`src/rtl/iecc_pkg.sv`:
```
package iecc_pkg;
  // Register write index layout (behavioural: software depends on it)
  localparam int CFG_IW       = 4;
  localparam int CFG_DW       = 32;
  localparam int CTRL_IDX     = 0;
  localparam int GLOBAL_BIT   = 0;

  function automatic int lo_bound_idx(input int r);
    return 1 + 2 * r;
  endfunction

  function automatic int hi_bound_idx(input int r);
    return 2 + 2 * r;
  endfunction
endpackage

```
`src/rtl/iecc_cfg_regs.sv`:
```
module iecc_cfg_regs
  import iecc_pkg::*;
#(
  parameter int NUM_REG = 3,
  parameter int BND_W   = 16
) (
  input  logic                            clk,
  input  logic                            rst,
  input  logic                            cfg_we,
  input  logic [CFG_IW-1:0]               cfg_idx,
  input  logic [CFG_DW-1:0]               cfg_wdata,
  output logic                            glob_en,
  output logic [NUM_REG-1:0]              reg_en,
  output logic [NUM_REG-1:0][BND_W-1:0]   lo_bnd,
  output logic [NUM_REG-1:0][BND_W-1:0]   hi_bnd
);
  localparam logic [CFG_IW-1:0] CTRL_SEL = CFG_IW'(CTRL_IDX);

  logic [NUM_REG:0] ctrl_q;
  logic             unused_wdata;

  assign unused_wdata = ^cfg_wdata;

  always_ff @(posedge clk) begin
    if (rst) begin
      ctrl_q <= '0;
    end else if (cfg_we && cfg_idx == CTRL_SEL) begin
      ctrl_q <= cfg_wdata[NUM_REG:0];
    end
  end

  assign glob_en = ctrl_q[GLOBAL_BIT];
  assign reg_en  = ctrl_q[NUM_REG:1];

  for (genvar r = 0; r < NUM_REG; r++) begin : g_bnd
    localparam logic [CFG_IW-1:0] LO_SEL = CFG_IW'(lo_bound_idx(r));
    localparam logic [CFG_IW-1:0] HI_SEL = CFG_IW'(hi_bound_idx(r));

    always_ff @(posedge clk) begin
      if (rst) begin
        lo_bnd[r] <= '0;
        hi_bnd[r] <= '0;
      end else if (cfg_we) begin
        if (cfg_idx == LO_SEL) lo_bnd[r] <= cfg_wdata[BND_W-1:0];
        if (cfg_idx == HI_SEL) hi_bnd[r] <= cfg_wdata[BND_W-1:0];
      end
    end
  end
endmodule

```
`src/rtl/iecc_addr_xlate.sv`:
```
module iecc_addr_xlate #(
  parameter int SYS_AW     = 32,
  parameter int BLK_SHIFT  = 9,
  parameter int WORD_SHIFT = 3
) (
  input  logic [SYS_AW-1:0] offset,
  output logic [SYS_AW:0]   data_addr,
  output logic [SYS_AW:0]   chk_addr
);
  localparam int PHYS_AW   = SYS_AW + 1;
  localparam int CHK_SHIFT = BLK_SHIFT - WORD_SHIFT;
  localparam int BLK_BYTES = 1 << BLK_SHIFT;

  logic [PHYS_AW-1:0] blk_num;
  logic [PHYS_AW-1:0] stride_base;

  // stride = data block + check area = (1<<BLK_SHIFT) + (1<<CHK_SHIFT)
  assign blk_num     = PHYS_AW'(offset[SYS_AW-1:BLK_SHIFT]);
  assign stride_base = (blk_num << BLK_SHIFT) + (blk_num << CHK_SHIFT);
  assign data_addr   = stride_base + PHYS_AW'(offset[BLK_SHIFT-1:0]);
  assign chk_addr    = stride_base + PHYS_AW'(BLK_BYTES)
                     + PHYS_AW'(offset[BLK_SHIFT-1:WORD_SHIFT]);
endmodule

```
`src/rtl/iecc_region_match.sv`:
```
module iecc_region_match #(
  parameter int SYS_AW     = 32,
  parameter int GRAN_SHIFT = 16,
  parameter int NUM_REG    = 3
) (
  input  logic [SYS_AW-1:0]                         offset,
  input  logic                                      below_base,
  input  logic                                      glob_en,
  input  logic [NUM_REG-1:0]                        reg_en,
  input  logic [NUM_REG-1:0][SYS_AW-GRAN_SHIFT-1:0] lo_bnd,
  input  logic [NUM_REG-1:0][SYS_AW-GRAN_SHIFT-1:0] hi_bnd,
  output logic                                      hit
);
  localparam int BND_W = SYS_AW - GRAN_SHIFT;

  logic [BND_W-1:0]   seg;
  logic [NUM_REG-1:0] in_rng;
  logic               unused_low;

  assign seg        = offset[SYS_AW-1:GRAN_SHIFT];
  assign unused_low = ^offset[GRAN_SHIFT-1:0];

  for (genvar r = 0; r < NUM_REG; r++) begin : g_cmp
    assign in_rng[r] = reg_en[r] && (seg >= lo_bnd[r]) && (seg <= hi_bnd[r]);
  end

  assign hit = glob_en && !below_base && (|in_rng);
endmodule

```
`src/rtl/iecc_addr_map.sv`:
```
module iecc_addr_map
  import iecc_pkg::*;
#(
  parameter int               SYS_AW     = 32,
  parameter logic [SYS_AW-1:0] MEM_BASE  = 'h8000_0000,
  parameter int               BLK_SHIFT  = 9,
  parameter int               WORD_SHIFT = 3,
  parameter int               GRAN_SHIFT = 16,
  parameter int               NUM_REG    = 3
) (
  input  logic              clk,
  input  logic              rst,
  input  logic              cfg_we,
  input  logic [3:0]        cfg_idx,
  input  logic [31:0]       cfg_wdata,
  input  logic              in_valid,
  input  logic [SYS_AW-1:0] in_addr,
  output logic              out_valid,
  output logic [SYS_AW:0]   out_data_addr,
  output logic [SYS_AW:0]   out_chk_addr,
  output logic              out_hit
);
  localparam int PHYS_AW = SYS_AW + 1;
  localparam int BND_W   = SYS_AW - GRAN_SHIFT;

  logic                            glob_en;
  logic [NUM_REG-1:0]              reg_en;
  logic [NUM_REG-1:0][BND_W-1:0]   lo_bnd;
  logic [NUM_REG-1:0][BND_W-1:0]   hi_bnd;
  logic [SYS_AW-1:0]               offset;
  logic                            below_base;
  logic [PHYS_AW-1:0]              data_nx;
  logic [PHYS_AW-1:0]              chk_nx;
  logic                            hit_nx;

  assign offset     = in_addr - MEM_BASE;
  assign below_base = in_addr < MEM_BASE;

  iecc_cfg_regs #(.NUM_REG(NUM_REG), .BND_W(BND_W)) u_regs (
    .clk      (clk),
    .rst      (rst),
    .cfg_we   (cfg_we),
    .cfg_idx  (cfg_idx),
    .cfg_wdata(cfg_wdata),
    .glob_en  (glob_en),
    .reg_en   (reg_en),
    .lo_bnd   (lo_bnd),
    .hi_bnd   (hi_bnd)
  );

  iecc_addr_xlate #(
    .SYS_AW(SYS_AW), .BLK_SHIFT(BLK_SHIFT), .WORD_SHIFT(WORD_SHIFT)
  ) u_xlate (
    .offset   (offset),
    .data_addr(data_nx),
    .chk_addr (chk_nx)
  );

  iecc_region_match #(
    .SYS_AW(SYS_AW), .GRAN_SHIFT(GRAN_SHIFT), .NUM_REG(NUM_REG)
  ) u_match (
    .offset    (offset),
    .below_base(below_base),
    .glob_en   (glob_en),
    .reg_en    (reg_en),
    .lo_bnd    (lo_bnd),
    .hi_bnd    (hi_bnd),
    .hit       (hit_nx)
  );

  always_ff @(posedge clk) begin
    if (rst) begin
      out_valid     <= 1'b0;
      out_data_addr <= '0;
      out_chk_addr  <= '0;
      out_hit       <= 1'b0;
    end else begin
      out_valid <= in_valid;
      if (in_valid) begin
        out_data_addr <= data_nx;
        out_chk_addr  <= chk_nx;
        out_hit       <= hit_nx;
      end
    end
  end
endmodule

```
`config.mk`:
```
export PLATFORM = sky130hd
export DESIGN_NAME = iecc_addr_map
export DESIGN_NICKNAME = d
export VERILOG_FILES = /design/src/rtl/iecc_pkg.sv /design/src/rtl/iecc_cfg_regs.sv /design/src/rtl/iecc_addr_xlate.sv /design/src/rtl/iecc_region_match.sv /design/src/rtl/iecc_addr_map.sv
export SDC_FILE = /design/constraint.sdc
export NUM_CORES = 1
export LEC_CHECK = 0
export ABC_CLOCK_PERIOD_IN_PS = 2600
export BUFFER_PORTS_ARGS = -buffer_cell sky130_fd_sc_hd__buf_2
export CAP_MARGIN = 20
export CORE_MARGIN = 3
export CORE_UTILIZATION = 39
export DETAILED_ROUTE_END_ITERATION = 16
export GPL_TIMING_DRIVEN = 0
export RECOVER_POWER = 25
export SLEW_MARGIN = 20
export SYNTH_ARGS = -nofsm -noshare
export SYNTH_HDL_FRONTEND = slang
export SYNTH_HIERARCHICAL = 1
export SYNTH_SLANG_ARGS = --single-unit
```
`constraint.sdc`:
```
create_clock -name clk -period 2.6 [get_ports clk]
set_clock_uncertainty 0.2 [all_clocks]
set_input_delay 0 -clock clk [delete_from_list [all_inputs] [get_ports clk]]
set_output_delay 0 -clock clk [all_outputs]
set_load 0.03 [all_outputs]
```
Yosys cells after proc, flatten, opt, wreduce, memory -nomap -nowiden
Index checks and enable logic that the tools add are counted.
W data, S select, Z words.
{"block": "classes", "addsub": 5, "magnitude_cmp": 7, "n_eq_ne": 6, "n_reduce_logical": 18}
{"cell": "$ge A16 B16 Y1", "count": 3}
{"cell": "$le A16 B16 Y1", "count": 3}
{"cell": "$add A32 B29 Y33", "count": 1}
{"cell": "$add A33 B10 Y33 const B", "count": 1}
{"cell": "$add A33 B6 Y33", "count": 1}
{"cell": "$add A33 B9 Y33", "count": 1}
{"cell": "$lt A32 B32 Y1 const B", "count": 1}
{"cell": "$sub A32 B32 Y32 const B", "count": 1}
{"cell": "$eq A4 B3 Y1 const B", "count": 3}
{"cell": "$reduce_and A2 Y1", "count": 6}
{"cell": "$logic_and A1 B1 Y1", "count": 9}
{"cell": "$eq A4 B2 Y1 const B", "count": 2}
{"cell": "$eq A4 B1 Y1 const B", "count": 1}
{"cell": "$logic_not A4 Y1", "count": 1}
{"cell": "$reduce_or A3 Y1", "count": 1}
{"cell": "$logic_not A1 Y1", "count": 1}
{"block": "word_totals", "ff_bits": 168, "inputBits": 72, "output_inout_bits": 68, "wordCells": 47}

Depth between registers and ports, before layout
{"block": "depth", "depth_word": 6, "mapped_depth": 14, "depth_no_buf": 14}

Cells and area by module
The synthesis kept the hierarchy.
{"module": "iecc_cfg_regs", "instances": 1, "cells_per_inst": 350, "area_per_inst_um2": 3971.3, "seq_area_each_um2": 2001.9}
{"module": "iecc_addr_xlate", "instances": 1, "cells_per_inst": 344, "area_per_inst_um2": 2457.4, "seq_area_each_um2": 0.0}
{"module": "iecc_addr_map", "instances": 1, "cells_per_inst": 220, "area_per_inst_um2": 2421.1, "seq_area_each_um2": 1361.3}
{"module": "iecc_region_match", "instances": 1, "cells_per_inst": 329, "area_per_inst_um2": 2342.2, "seq_area_each_um2": 0.0}

Worst setup path before layout
No wires, ideal clock.
{"block": "synth_path", "path_kind": "input to register", "start": "in in_addr[9]", "end": "reg out_data_addr[31]", "setup_ns": 0.128, "arrival_ns": 2.531, "required_time_ns": 2.272, "setup_slack_ns": -0.259, "path_stages": 14, "path_buffers": 0, "cell_sequence": "ha_1 -> inv_1 -> fa_1 -> nor2b_1 -> o31a_1 -> o211ai_1 -> nand3_1 -> xor2_1 -> and3_1 -> nand4_4 -> nor4b_2 -> xnor2_1 -> mux2i_1 -> nor2_1"}
{"block": "synth_between", "elab_chain_len": 3}
{"item": "start, declared", "line": "iecc_addr_map.sv:17", "text": "input logic [SYS_AW-1:0] in_addr,"}
{"item": "$sub A32 B32 Y32", "line": "iecc_addr_map.sv:36", "text": "assign offset = in_addr - MEM_BASE;"}
{"item": "$add A32 B29 Y33", "line": "iecc_addr_xlate.sv:19", "text": "assign stride_base = (blk_num << BLK_SHIFT) + (blk_num << CHK_SHIFT);"}
{"item": "$add A33 B9 Y33", "line": "iecc_addr_xlate.sv:20", "text": "assign data_addr = stride_base + PHYS_AW'(offset[BLK_SHIFT-1:0]);"}
{"item": "via data_nx[31]", "line": "iecc_addr_map.sv:32", "text": "logic [PHYS_AW-1:0] data_nx;"}
{"item": "end signal, assigned", "line": "iecc_addr_map.sv:80", "text": "out_data_addr <= data_nx;"}
{"item": "end, declared", "line": "iecc_addr_map.sv:19", "text": "output logic [SYS_AW:0] out_data_addr,"}
The timed path passes the listed nets, and every way through them passes these cells.
A chain may end at the register's enable or synchronous reset.

Worst setup path in the final report
{"block": "layout_path", "start": "in in_addr[12]", "end": "reg out_chk_addr[25]"}
{"block": "layout_between", "elab_chain_len": 4}
{"item": "$sub A32 B32 Y32", "line": "iecc_addr_map.sv:36"}
{"item": "$add A32 B29 Y33", "line": "iecc_addr_xlate.sv:19"}
{"item": "$add A33 B10 Y33", "line": "iecc_addr_xlate.sv:21", "text": "assign chk_addr = stride_base + PHYS_AW'(BLK_BYTES)"}
{"item": "$add A33 B6 Y33", "line": "iecc_addr_xlate.sv:22", "text": "+ PHYS_AW'(offset[BLK_SHIFT-1:WORD_SHIFT]);"}
{"item": "via chk_nx[25]", "line": "iecc_addr_map.sv:33", "text": "logic [PHYS_AW-1:0] chk_nx;"}
{"item": "end signal, assigned", "line": "iecc_addr_map.sv:81", "text": "out_chk_addr <= chk_nx;"}
{"item": "end, declared", "line": "iecc_addr_map.sv:20", "text": "output logic [SYS_AW:0] out_chk_addr,"}
The timed path passes the listed nets, and every way through them passes these cells.

==> results by group <==
STA
  – Fin. max-slew vios: 0
  – RSZ-0062 raised after global routing: true
  – Hold violation count in the final report: 0
  – Rel. slew slack: 0.608
  – Worst-margin pin slew: 0.586 ns
  – Tcrit/Tclk final: 1.03
  – Final WS setup: -0.0747 ns
  – Final setup fails: 5
  – FMAX: approximately 0.37 GHz
  – Min Tclk post-route: roughly 2.7 ns

Logic synthesis
  – Syn. warnings: 6
  – Asr flop ratio synth: 0
  – Synth Cell Area: approximately 11000 um^2
  – Syn Area/Cell: 9.00 um^2
  – Top_reg_cell synth: dfxtp_1
  – Unique masters post-synth: slightly above 80
  – Number of synthesized flops with an enable pin: 0
  – Ranking of synthesized cells by area: dfxtp_1 (30%), mux2i_1 (15%), ha_1 (13%)
  – FF+latch count, synth: 168
  – Synth top area share: 0.301
  – Post-Syn Nets: 1437
  – Most frequent cells after synthesis: dfxtp_1 (168), mux2i_1 (168), nand2b_1 (123)
  – Register area share after synthesis: 0.301
  – Syn Inst Count: approximately 1200
  – Yosys top cell by area: dfxtp_1

CTS
  – Sinks on Clock Net: roughly 170
  – Clock Latency Late Sink: between 0.4 and 0.5 ns
  – Clock Tree Buf Depth: 2
  – Root buf cell: clkbuf_16
  – CTS Buf Count: 17
  – H-Tree Depth: 4
  – Clock transition at path regs: roughly 0.070 ns
  – CTS tree: built

Outcome
  – Run status: finished, violations left
  – Failing checks: negative setup slack

Setup path
  – Maximum fanout along the worst path: 6
  – Arr. time, crit path: ~2.8 ns
  – Most used cell, CP: nor3_1
  – CP Cell Sequence: buf_8 > ha_4 > inv_2 > fa_2 > nor2b_2 > o31a_1 > buf_4 > o21a_1 > nor3_1 > nor3_1 > and4bb_2 > or3b_4 > xor2_2 > mux2i_1 > nor2_1
  – CP Launch Type: input pin
  – Critical setup path kind: in2reg
  – Largest stage delay on the critical path: between 0.4 and 0.5 ns
  – WP data required: 2.71 ns
  – CP endpoint kind: flip-flop
  – Slowest cell on the critical path: or3b_4

Place
  – Routability congestion estimate: 0.891
  – Dpl cells: 1736
  – I/O Buffers: between 100 and 150
  – Hpwl dp: roughly 22000 um
  – Post-DP Area: 12400 um^2

Route
  – Drt drc: 0
  – WL/cell: 16.1 um
  – Drt total wl: 29700 um
  – Routed Antenna Nets: 0
  – Pre-Repair DR Iteration Count: 4
  – 1st-iter DRT viols: 393
  – Vias/cell: about 5
  – Vias: 9300

Die
  – # IOs: 140
  – Die width: 175 um
  – Die Ht: 175 um
  – Initial Util: 0.400
  – Die area: just over 30000 um^2
  – Core box area: 28000 um^2
  – Core Rows: slightly above 60

GRT
  – Initial antenna violation count: 0
  – First-pass GRT wire length: ~47000 um
  – Largest net degree at the start of global routing: 19
  – Vias in the first global route: between 9000 and 10000
  – Total GRT Usage: 0.190
  – Gr ovfl total: 0

Min path
  – Hold Path Class: in2reg

Cells and area
  – Non-filler cells, final: about 1800
  – # diodes: 0
  – Layout Cell Area excl Fill: 14100 um^2
  – Share of layout cells above drive strength 1: 0.184
  – Fillers: ~2700
  – Layout Nets: roughly 1600
  – Layout area overhead: 26.1%

Pwr
  – Worst VDD drop: around 370 uV
  – Static leakage: between 6 and 7 nW
  – Total power divided by cell area: 521 nW/um^2

Flow run
  – Max-Cap Viols: 0
[logic make-up (layout without fill, tap and decap cells)]
logic type,after synthesis,count (layout),share of synthesized area
compound gates,157,157,0.0958
xor+xnor,57,57,0.0453
fa+ha+maj,122,122,0.138
buf+inv,178,402,0.0772
flops,168,168,0.301
mux,168,168,0.150
simple gates,393,393,0.193
[layout by cell type (no fill, tap or decap), types with 16 or more instances in the layout]
cell type      instances
mux2i_1              168
nand3_1               19
nand4_1               21
nand2_1               55
nor2_1                96
buf_4                 56
buf_2                 57
clkbuf_16             17
ha_1                 107
nand2b_1             121
dlygate4sd3_1         46
clkbuf_1              69
o21ai_0               16
inv_1                115
xnor2_1               37
a21oi_1               49
dfxtp_1              168
buf_6                 18
[final cells by class]
| type | count | area (um^2) | area share |
|---|---|---|---|
| Multi-Input combinational cell | 897 | 7510 | 0.532 |
| Sequential cell | 168 | 3360 | 0.238 |
| Timing Repair Buffer | 194 | 1290 | 0.0911 |
| Tap cell | 378 | 473 | 0.0335 |
| Buffer | 59 | 439 | 0.0311 |
| Inverter | 117 | 439 | 0.0311 |
| Clock buffer | 17 | 425 | 0.0301 |
| Clock inverter | 15 | 179 | 0.0127 |
[state kept, by name, summed over array words and instances (netlist names)]
register       cells
u_regs/lo_bnd     48
out_hit            1
out_chk_addr      33
u_regs/hi_bnd     48
u_regs/ctrl_q      4
out_data_addr     33
out_valid          1
[per-layer routing]
layer,up-vias,global-route usage,share of wire
met5,-,0,0
met4,0,0.0632,0.023
met3,41,0.0292,0.036
met2,186,0.349,0.50
met1,4404,0.227,0.44
li1,4669,-,-
[metrics by stage]
step                      hold WS (ns)   util  TNS [ns]  setup WS, ns  power, mW
after detailed placement        0.0449  0.444    -14.62        -0.741       4.52
final                           0.0573  0.504    -0.162       -0.0747       7.36
after global placement          0.0377  0.444    -13.23        -0.676       4.49
after global routing            0.0954  0.504     -1.15        -0.149       7.74
after floorplan                 0.0229      -    -0.617        -0.124       4.06
after CTS                      0.00922  0.493    -0.117       -0.0486       7.33
[what timing repair did]
action | 4_1_cts | 5_1_grt
pin swaps | 18 | 36
hold buffers | 46 | 0
buffers inserted | 12 | 21
resized for setup | 43 | 56
endpoints found under the setup margin | 21 | 25
endpoints found under the hold margin | 165 | 0
[worst max-delay path: cells and delay by family]
kind / cells / cell delay (ns)
compound gates: 2 / 0.43
xor+xnor: 1 / 0.17
fa+ha+maj: 2 / 0.48
buf+inv: 3 / 0.30
mux: 1 / 0.14
simple gates: 6 / 1.27
[where the power goes]
part,switching (mW),leakage [nW],internal [mW]
clock,1.25,0.288,1.38
combinational,1.13,4.50,0.840
sequential,0.0646,1.37,2.69
total,2.45,6.16,4.92
[worst paths after layout]
| kind | slack, ns | from | cells after the start | to |
|---|---|---|---|---|
| worst max-delay path | -0.07 | in_addr[12] | 15 | out_chk_addr[25] |
| worst min-delay path | 0.06 | in_addr[29] | 5 | out_data_addr[32] |
| worst max register to register | 0.09 | u_regs/hi_bnd[3] | 8 | out_hit |
| worst min register to register | 0.28 | u_regs/hi_bnd[34] | 2 | u_regs/hi_bnd[34] |
Note: power is estimated with default switching activity, not from simulation.
